==> config.mk <==
export PLATFORM = sky130hd
export DESIGN_NAME = acs_serializer
export DESIGN_NICKNAME = d
export VERILOG_FILES = /design/src/rtl/acs_pkg.sv /design/src/rtl/acs_beat.sv /design/src/rtl/acs_bits.sv /design/src/rtl/acs_attr.sv /design/src/rtl/acs_serializer.sv
export SDC_FILE = /design/constraint.sdc
export NUM_CORES = 1
export LEC_CHECK = 0
export ABC_CLOCK_PERIOD_IN_PS = 3250
export BUFFER_PORTS_ARGS = -buffer_cell sky130_fd_sc_hd__buf_2
export CAP_MARGIN = 30
export CORE_MARGIN = 5
export CORE_UTILIZATION = 50
export CTS_CLUSTER_SIZE = 10
export DETAILED_ROUTE_END_ITERATION = 10
export GPL_TIMING_DRIVEN = 0
export PLACE_DENSITY = 0.71
export REMOVE_ABC_BUFFERS = 1
export SYNTH_ARGS = -nofsm -noshare
export SYNTH_HDL_FRONTEND = slang
export SYNTH_SLANG_ARGS = --single-unit
==> constraint.sdc <==
create_clock -name clk -period 3.25 [get_ports clk]
set_clock_uncertainty 0.15 [all_clocks]
set_input_delay 0.4875 -clock clk [delete_from_list [all_inputs] [get_ports clk]]
set_output_delay 0.4875 -clock clk [all_outputs]
set_load 0.01 [all_outputs]
==> src/rtl/acs_pkg.sv <==
package acs_pkg;

   typedef enum logic [1:0] {
      SCL_X1  = 2'd0,
      SCL_X2  = 2'd1,
      SCL_X3  = 2'd2,
      SCL_RSV = 2'd3
   } scale_e;

   typedef enum logic [1:0] {
      ATR_MONO = 2'd0,
      ATR_BYTE = 2'd1,
      ATR_NIB  = 2'd2,
      ATR_RSV  = 2'd3
   } atr_e;

   localparam int PIX_PER_BYTE = 8;

   // fixed four-colour table used by shared-nibble attributes
   function automatic logic [2:0] nib_rgb(input logic [1:0] code);
      case (code)
         2'd0:    nib_rgb = 3'b000;
         2'd1:    nib_rgb = 3'b100;
         2'd2:    nib_rgb = 3'b110;
         default: nib_rgb = 3'b111;
      endcase
   endfunction

   function automatic int max3(input int a, input int b, input int c);
      int m;
      m = (a > b) ? a : b;
      max3 = (m > c) ? m : c;
   endfunction

endpackage

==> src/rtl/acs_beat.sv <==
module acs_beat
   import acs_pkg::*;
#(
   parameter int LEAD    = 8,
   parameter int COLS_X1 = 80,
   parameter int COLS_X2 = 40,
   parameter int COLS_X3 = 26,
   parameter int COL_W   = 7
) (
   input  logic             clk,
   input  logic             rst_n,
   input  logic             win_en,
   input  logic [1:0]       scale_sel,
   output logic [COL_W-1:0] col,
   output logic [2:0]       pix,
   output logic             active,
   output logic             col_first
);

   localparam int LEAD_W = $clog2(LEAD + 1);

   logic [LEAD_W-1:0] lead_q;
   logic [1:0]        sub_q;
   logic [1:0]        sub_last;
   logic [2:0]        pix_q;
   logic [COL_W-1:0]  col_q;
   logic [COL_W-1:0]  ncol;
   logic              body;

   always_comb begin
      case (scale_e'(scale_sel))
         SCL_X2: begin
            sub_last = 2'd1;
            ncol     = COL_W'(COLS_X2);
         end
         SCL_X3: begin
            sub_last = 2'd2;
            ncol     = COL_W'(COLS_X3);
         end
         default: begin
            sub_last = 2'd0;
            ncol     = COL_W'(COLS_X1);
         end
      endcase
   end

   assign body      = win_en && (lead_q == LEAD_W'(LEAD));
   assign active    = body && (col_q < ncol);
   assign col_first = active && (sub_q == 2'd0) && (pix_q == 3'd0);
   assign col       = col_q;
   assign pix       = pix_q;

   always_ff @(posedge clk or negedge rst_n) begin
      if (!rst_n) begin
         lead_q <= '0;
         sub_q  <= '0;
         pix_q  <= '0;
         col_q  <= '0;
      end else if (!win_en) begin
         lead_q <= '0;
         sub_q  <= '0;
         pix_q  <= '0;
         col_q  <= '0;
      end else if (!body) begin
         lead_q <= lead_q + LEAD_W'(1);
      end else if (active) begin
         if (sub_q == sub_last) begin
            sub_q <= 2'd0;
            pix_q <= pix_q + 3'd1;
            if (pix_q == 3'd7)
               col_q <= col_q + COL_W'(1);
         end else begin
            sub_q <= sub_q + 2'd1;
         end
      end
   end

endmodule

==> src/rtl/acs_bits.sv <==
module acs_bits (
   input  logic       clk,
   input  logic       rst_n,
   input  logic       bm_vld,
   input  logic [7:0] bm_byte,
   input  logic       col_first,
   input  logic [2:0] pix,
   output logic       pix_bit
);

   logic [7:0] pend_q;
   logic [7:0] hold_q;
   logic [7:0] cur;

   always_ff @(posedge clk or negedge rst_n) begin
      if (!rst_n) begin
         pend_q <= '0;
         hold_q <= '0;
      end else begin
         if (bm_vld)
            pend_q <= bm_byte;
         if (col_first)
            hold_q <= pend_q;
      end
   end

   // the staged byte is used directly in a column's first cycle
   assign cur     = col_first ? pend_q : hold_q;
   assign pix_bit = cur[3'd7 - pix];

endmodule

==> src/rtl/acs_attr.sv <==
module acs_attr
   import acs_pkg::*;
#(
   parameter int DEPTH = 40,
   parameter int COL_W = 7
) (
   input  logic             clk,
   input  logic             rst_n,
   input  logic             win_en,
   input  logic [2:0]       row_in_char,
   input  logic             at_vld,
   input  logic [7:0]       at_byte,
   input  logic [1:0]       attr_mode,
   input  logic [COL_W-1:0] col,
   input  logic             pix_bit,
   output logic [2:0]       colour
);

   localparam int PTR_W = $clog2(DEPTH + 1);

   logic [PTR_W-1:0] wptr_q;
   logic             wr_ok;
   logic [7:0]       ent [DEPTH];
   logic [COL_W-1:0] rd_idx;
   logic [7:0]       rd;
   logic [3:0]       nib;

   assign wr_ok = at_vld && (row_in_char == 3'd0) && (wptr_q < PTR_W'(DEPTH));

   always_ff @(posedge clk or negedge rst_n) begin
      if (!rst_n)
         wptr_q <= '0;
      else if (!win_en)
         wptr_q <= '0;
      else if (wr_ok)
         wptr_q <= wptr_q + PTR_W'(1);
   end

   for (genvar g = 0; g < DEPTH; g++) begin : g_ent
      logic [7:0] q;
      always_ff @(posedge clk or negedge rst_n) begin
         if (!rst_n)
            q <= '0;
         else if (wr_ok && (wptr_q == PTR_W'(g)))
            q <= at_byte;
      end
      assign ent[g] = q;
   end

   assign rd_idx = (atr_e'(attr_mode) == ATR_NIB) ? (col >> 1) : col;

   always_comb begin
      rd = 8'h00;
      for (int i = 0; i < DEPTH; i++)
         if (int'(rd_idx) == i)
            rd = ent[i];
   end

   assign nib = col[0] ? rd[3:0] : rd[7:4];

   always_comb begin
      case (atr_e'(attr_mode))
         ATR_BYTE: colour = pix_bit ? rd[6:4] : rd[2:0];
         ATR_NIB:  colour = pix_bit ? nib_rgb(nib[3:2]) : nib_rgb(nib[1:0]);
         default:  colour = pix_bit ? 3'b111 : 3'b000;
      endcase
   end

endmodule

==> src/rtl/acs_serializer.sv <==
module acs_serializer
   import acs_pkg::*;
#(
   parameter int LEAD       = 8,
   parameter int COLS_X1    = 80,
   parameter int COLS_X2    = 40,
   parameter int COLS_X3    = 26,
   parameter int ATTR_DEPTH = 40
) (
   input  logic       clk,
   input  logic       rst_n,
   input  logic       win_en,
   input  logic [1:0] scale_sel,
   input  logic [1:0] attr_mode,
   input  logic [2:0] row_in_char,
   input  logic       bm_vld,
   input  logic [7:0] bm_byte,
   input  logic       at_vld,
   input  logic [7:0] at_byte,
   output logic [2:0] rgb
);

   localparam int COL_MAX = max3(COLS_X1, COLS_X2, COLS_X3);
   localparam int COL_W   = $clog2(COL_MAX + 1);

   if (LEAD < 1) begin : g_bad_lead
      $error("acs_serializer: LEAD must be at least 1");
   end
   if (ATTR_DEPTH < COLS_X2) begin : g_bad_depth
      $error("acs_serializer: ATTR_DEPTH must cover the x2 column count");
   end
   if (COLS_X1 < 1 || COLS_X2 < 1 || COLS_X3 < 1) begin : g_bad_cols
      $error("acs_serializer: column counts must be positive");
   end

   logic [COL_W-1:0] col;
   logic [2:0]       pix;
   logic             active;
   logic             col_first;
   logic             pix_bit;
   logic [2:0]       colour;
   logic [2:0]       rgb_q;

   acs_beat #(
      .LEAD    (LEAD),
      .COLS_X1 (COLS_X1),
      .COLS_X2 (COLS_X2),
      .COLS_X3 (COLS_X3),
      .COL_W   (COL_W)
   ) u_beat (
      .clk       (clk),
      .rst_n     (rst_n),
      .win_en    (win_en),
      .scale_sel (scale_sel),
      .col       (col),
      .pix       (pix),
      .active    (active),
      .col_first (col_first)
   );

   acs_bits u_bits (
      .clk       (clk),
      .rst_n     (rst_n),
      .bm_vld    (bm_vld),
      .bm_byte   (bm_byte),
      .col_first (col_first),
      .pix       (pix),
      .pix_bit   (pix_bit)
   );

   acs_attr #(
      .DEPTH (ATTR_DEPTH),
      .COL_W (COL_W)
   ) u_attr (
      .clk         (clk),
      .rst_n       (rst_n),
      .win_en      (win_en),
      .row_in_char (row_in_char),
      .at_vld      (at_vld),
      .at_byte     (at_byte),
      .attr_mode   (attr_mode),
      .col         (col),
      .pix_bit     (pix_bit),
      .colour      (colour)
   );

   always_ff @(posedge clk or negedge rst_n) begin
      if (!rst_n)
         rgb_q <= 3'b000;
      else
         rgb_q <= active ? colour : 3'b000;
   end

   assign rgb = rgb_q;

endmodule

Yosys cells after proc, flatten, opt, wreduce, memory -nomap -nowiden:

Cells that the tools add are included.
Widths: inputs -> output; s select.

* flip-flop bits (word level): 361
* bits in latches: 0
* memory bits (writable): 0
* ROM bits: 0
* output and inout bits: 3
* word-level logic and storage cells: 279
* memories kept: 0

* $add $sub $neg: 6
* $mul: 0
* div/mod/pow operators: 0
* magnitude comparators: 3
* eq/ne operators: 95
* shifts and indexed selects: 0
* multiplexer cells: 71
* bitwise gates (word level): 0
* reductions and logical operators: 56

Operators with widths (number)
* $mux 8: 41
* $eq 7x6->1 const B: 16
* $eq 6x5->1 const B: 16
* $eq 7x5->1 const B: 8
* $eq 7x7->1 const B: 8
* $eq 6x4->1 const B: 8
* $eq 6x6->1 const B: 8
* $logic_and 1x1->1: 46
* $mux 7: 6
* $eq 7x4->1 const B: 4
* $eq 6x3->1 const B: 4
* $mux 3: 8
* $pmux 3 s3: 2
* $eq 7x3->1 const B: 2
* $pmux 7 s2: 1
* $eq 6x2->1 const B: 2
* $mux 4: 3
* $mux 6: 2
* $ne 2x1->1 const B: 5
* $eq 2x1->1 const B: 4
* $eq 2x2->1 const B: 4
* $mux 2: 4
* $add 7x1->7 const B: 1
* $eq 7x2->1 const B: 1
* 24 further kinds: 27

Longest topological paths before layout:

* depth in word-level cells: 49
* gate-level depth with buffers: 15
* depth with buffers taken out: 13

By module:

A second synthesis with hierarchy kept.

* cell total of the unflattened synthesis: 1723
* area, all modules: 19362.3 µm²

By module, submodules not included
* acs_attr: instances 1, cells an instance 1555, area each 17394.2 µm²
* acs_beat: instances 1, cells an instance 121, area each 1143.6 µm²
* acs_bits: instances 1, cells an instance 41, area each 730.7 µm²
* acs_serializer: instances 1, cells an instance 6, area each 93.8 µm²

Worst setup path before layout:

No wires, ideal clock.

* kind: input-to-reg
* start point: input attr_mode[0]
* end point: register rgb_q[0], in the netlist rgb[0]
* data arrival time: 2.970 ns
* required time: 2.966 ns
* setup slack: -0.004 ns
* cell stages on the path: 12
* path buffers: 1
* cell sequence: inv_1 > ha_1 > mux2i_2 > nor2_2 > buf_2 > and3_1 > a2111oi_0 > nand4_1 > nor4_1 > a211oi_1 > a311oi_1 > o22ai_1

* word-level cells in the longest chain between the ends: 49

RTL lines
* start, declared: line acs_serializer.sv:14 `input logic [1:0] attr_mode,`
* $eq 2x2->1: line acs_attr.sv:50, acs_attr.sv:62
* $mux 7: line acs_attr.sv:50 `assign rd_idx = (atr_e'(attr_mode) == ATR_NIB) ? (col >> 1) : col;`
* $logic_not 7->1: line acs_attr.sv:55 `if (int'(rd_idx) == i)`
* $mux 8 (40 in series): line acs_attr.sv:55
* $mux 4: line acs_attr.sv:59 `assign nib = col[0] ? rd[3:0] : rd[7:4];`
* $eq 2x2->1 (tied with other cells): line acs_pkg.sv:21 `case (code)`
* $pmux 3 s3: line acs_pkg.sv:21
* $mux 3: line acs_attr.sv:64 `ATR_NIB: colour = pix_bit ? nib_rgb(nib[3:2]) : nib_rgb(nib[1:0]);`
* $pmux 3 s2 *: line acs_attr.sv:62 `case (atr_e'(attr_mode))`
* $mux 3 *: line acs_serializer.sv:91 `rgb_q <= active ? colour : 3'b000;`
* end signal, assigned: line acs_serializer.sv:91
* end, declared: line acs_serializer.sv:42 `logic [2:0] rgb_q;`

Every way passes the cells marked *; elsewhere a longest branch is shown, timed or not.
A chain may end at the register's enable or synchronous reset.

Final worst setup path:

* start point: register u_beat.col_q[4], in the netlist u_beat.col[4]
* end point: register rgb_q[0], in the netlist rgb[0]

* word-level cells in the longest chain between the ends: 48

RTL lines
* start, declared: line acs_beat.sv:26 `logic [COL_W-1:0] col_q;`
* start signal, assigned: line acs_beat.sv:71 `col_q <= col_q + COL_W'(1);`
* $mux 7: line acs_attr.sv:50
* $logic_not 7->1: line acs_attr.sv:55
* $mux 8 (40 in series): line acs_attr.sv:55
* $mux 4: line acs_attr.sv:59
* $eq 2x2->1 (tied with other cells): line acs_pkg.sv:21
* $pmux 3 s3: line acs_pkg.sv:21
* $mux 3: line acs_attr.sv:64
* $pmux 3 s2: line acs_attr.sv:62
* $mux 3 *: line acs_serializer.sv:91

Every way passes the cells marked *; elsewhere a longest branch is shown, timed or not. The select of a mux whose other input is x is not followed.

==> results.md <==
* Number of global-route vias before repair at 16.5k
* Fin nets at 1,847
* Transition time at the pin with the least slew margin at 1.08 ns
* Antenna violations before repair at 2
* Total congestion overflow after global routing at 0
* Sequential cell area fraction in the yosys report at 0.473
* Final period utilization at 1.12
* Yosys top cell area share at 0.473
* Standby leakage power at 10.4 nW
* Critical R2R Launch: u_beat.col[4]
* Metal1 wirelength at 25.9 mm
* Area growth from synthesis to layout at 21.0%
* Initial detailed-routing violation count at 2,672
* Crit path buffers/inverters at 1
* Flops & latches, synth at 361
* Worst relative slew slack at 0.278
* Number of synthesized flops with an enable pin at 0
* Total GRT Usage at 0.339
* Max Cap Viol at 0
* Cells on worst reg2reg path at 10
* Placeable Area at 37,700 um^2
* TritonRoute pass-1 iters at 8
* Maximum vdd drop at 0.424 mV
* Largest driver fanout on the critical path at 16
* Async SR Flop Fraction at 1.00
* Number of ports placed on the die boundary at 31
* Count of input and output buffers at 30
* Leading cell type in the layout, fill and taps excluded: sky130_fd_sc_hd__dfrtp_1
* Final count of negative-setup-slack endpoints at 11
* Endpoint with the worst hold slack: u_bits.pend_q[0]
* R2r setup slk at -0.40 ns
* Final standard cell count with taps included and fillers excluded at 2,321
* Endpoint class of the critical path: register
* Unrepaired setup endpoints after global routing: yes
* Level count of the clock H-tree at 2
* CTS tree: built
* Number of buffers on the longest clock path at 3
* Yosys Warn Count at 0
* Number of design rule violations left after detail routing at 0
* Width of the chip at 205 um
* Kind of cell adding the most delay to the critical path: simple AND/OR/NAND/NOR gates
* Detailed route wirelength on metal3 at 10.4 mm
* Final worst setup slack at -0.401 ns
* Total power divided by cell area at 414 nW/um^2
* Std-Cell Rows at 71
* Source of the worst hold timing path: bm_byte[0]
* Root buffer selected by CTS: sky130_fd_sc_hd__clkbuf_16
* Synthesized area per cell at 11.3 um^2
* Max incr delay on CP at 0.54 ns
* Smallest hold slack at 0.0179 ns
* Critical-path cell with the highest stage delay: sky130_fd_sc_hd__dfrtp_2
* Count of clock tree sinks at 361
* Commonest non-fill, non-tap cells in the layout: sky130_fd_sc_hd__dfrtp_1, sky130_fd_sc_hd__mux2_2, sky130_fd_sc_hd__buf_4, sky130_fd_sc_hd__nand2_1
* Top post-synthesis cells by area: sky130_fd_sc_hd__dfrtp_1, sky130_fd_sc_hd__mux2_2, sky130_fd_sc_hd__o21ai_0
* Max-slew violation count at 0
* Category of the critical setup timing path: reg -> reg
* Pin count of the biggest net entering global routing at 124
* Cell count after placement at 2,138
* Final wirelength at 73.1 mm
* Clock input transition at the sequential cells of the worst setup and hold paths at 0.05 ns
* Hold Path Cell Cnt at 2
* Outcome: finished, violations left
* Post-detailed-route via-to-cell ratio at 7.24
* Total number of vias at 16.8k
* Series of cell instances along the critical path: nand2_1 -> o211a_4 -> buf_16 -> and3_1 -> nor4_1 -> nand4_1 -> nor4_4 -> a211oi_2 -> a311oi_2 -> o22ai_1
* Aggregate negative setup slack at -1.24 ns
* Finished Core Util at 0.614
* Peak clock frequency supported by timing at 0.274 GHz
* Netlist cell types at 89
* Synthesized instance count at 1,687
* Hold crit path type: in -> reg
* Clock latency of the later-clocked register in the worst-skew pair at 0.55 ns
* Cell type with the largest total area after synthesis: sky130_fd_sc_hd__dfrtp_1
* Combined area of all synthesized cells at 19,100 um^2
* Min Clock Period, post-route at 3.65 ns
* Final weighted congestion in routability-driven placement at 0.942
* Number of nets with antenna violations after routing at 0
* Share of cells above drive strength 1 at 0.391
* Routed wl met2 at 31.2 mm
* Sort of element at the start of the critical path: register
* Top layer in use: met4
* CTS buffer count at 42
* Die span in y at 205 um
* Detailed placer's ending HPWL at 43.4 mm
* Arr. time, crit path at 3.91 ns
* Failing checks: negative setup slack
* Critical path required time at 3.51 ns
* Dominant register cell in the synthesized netlist: sky130_fd_sc_hd__dfrtp_1
* Area enclosed by the die boundary at 42,200 um^2
* Final hold viol count at 0
* Average wire length per cell after detail routing at 31.5 um
* R2r endpoint: rgb[0]
* Effective utilization at floorplan at 0.507
* Global-route wire length before repair at 107 mm
[kinds of logic after synthesis]
group,synth area share
XOR/XNOR,0.00642
multiplexers,0.213
buffers and inverters,0.0386
AO/OA/AOI/OAI,0.146
adder cells (fa/ha/maj),0.0131
flip-flops,0.473
AND/OR/NAND/NOR,0.110
[cell type report]
class | count | area, um^2
sequential | 361 | 9050
inverter | 33 | 131
tap | 511 | 639
fill | 2898 | 14500
clock buffer | 54 | 1170
timing repair buffer | 196 | 2050
multi-input combinational | 1165 | 10100
antenna | 1 | 2.50
[worst register-to-register path, delay by kind of cell, from the launching register on]
family / cells / cell delay [ns]
flops: 1 / 0.54
buf+inv: 1 / 0.21
simple gates: 5 / 1.70
compound gates: 4 / 0.92
[routing by layer]
layer	up-vias	global-route usage
li1	6604	-
met2	1432	0.505
met5	-	0
met1	8367	0.428
met4	0	0.193
met3	403	0.123
[through the flow]
stage	setup slack [ns]	cell area, um^2	power [mW]
5_1_grt	-0.484	23100	9.79
6_report	-0.401	23100	9.57
2_1_floorplan	-1.69	18500	4.92
4_1_cts	-0.0744	22900	9.54
3_3_place_gp	-5.86	19300	5.21
3_5_place_dp	-2.17	20000	5.24
[flip-flops by register name, summed over array words and instances (netlist names)]
name,cells
u_beat.col,7
u_beat.lead_q,4
u_bits.hold_q,8
rgb,3
u_beat.pix,3
u_beat.sub_q,2
u_attr.wptr_q,6
u_attr.g_ent.q,320
u_bits.pend_q,8
[cells in the mapped netlist (8+ instances only)]
library cell	count
sky130_fd_sc_hd__a22o_1	20
sky130_fd_sc_hd__nor2b_1	15
sky130_fd_sc_hd__nand2_1	76
sky130_fd_sc_hd__nor4_1	11
sky130_fd_sc_hd__ha_1	20
sky130_fd_sc_hd__inv_1	32
sky130_fd_sc_hd__o21ai_0	63
sky130_fd_sc_hd__nand4_1	26
sky130_fd_sc_hd__buf_2	52
sky130_fd_sc_hd__nor3_2	8
sky130_fd_sc_hd__a221oi_1	16
sky130_fd_sc_hd__o2111ai_1	12
sky130_fd_sc_hd__or3_1	8
sky130_fd_sc_hd__dfrtp_1	361
sky130_fd_sc_hd__o211ai_1	14
sky130_fd_sc_hd__nor3_1	32
sky130_fd_sc_hd__mux2_2	332
sky130_fd_sc_hd__nand3_1	49
sky130_fd_sc_hd__mux2i_1	28
sky130_fd_sc_hd__and2_1	14
sky130_fd_sc_hd__a21boi_0	8
sky130_fd_sc_hd__clkbuf_1	61
sky130_fd_sc_hd__a32oi_1	25
sky130_fd_sc_hd__o22ai_1	31
sky130_fd_sc_hd__a22oi_1	19
sky130_fd_sc_hd__buf_4	11
sky130_fd_sc_hd__xnor2_1	14
sky130_fd_sc_hd__and3_1	22
sky130_fd_sc_hd__nor2_1	68
sky130_fd_sc_hd__o221ai_1	10
sky130_fd_sc_hd__a21oi_1	40
sky130_fd_sc_hd__a211oi_1	27
sky130_fd_sc_hd__nand2b_1	15
[how the worst max path moves through the flow]
stage | startpoint | endpoint | slack (ns) | cells past startpoint
6_report | u_beat.col[4] | rgb[0] | -0.40 | 10
5_1_grt | u_beat.col[4] | rgb[0] | -0.48 | 10
4_1_cts | u_beat.col[1] | rgb[2] | -0.07 | 11
3_5_place_dp | attr_mode[0] | rgb[0] | -2.17 | 13
3_3_place_gp | u_beat.col[1] | rgb[0] | -5.86 | 9
2_1_floorplan | u_beat.col[1] | rgb[0] | -1.69 | 9
[timing repair]
item | CTS | global route
setup endpoints to repair | 3 | 11
endpoints found under the hold margin | 59 | 0
setup buffers | 105 | 13
hold buffers | 1 | 0
cloned | 7 | 0
pin swaps | 51 | 18
gates resized for setup | 153 | 20
[where the power goes]
group	switching [mW]	internal [mW]	leakage, nW
sequential	0.0464	4.56	4.96
combinational	0.430	0.239	4.90
clock	1.81	2.47	0.571
Note: power is estimated with default switching activity, not from simulation.
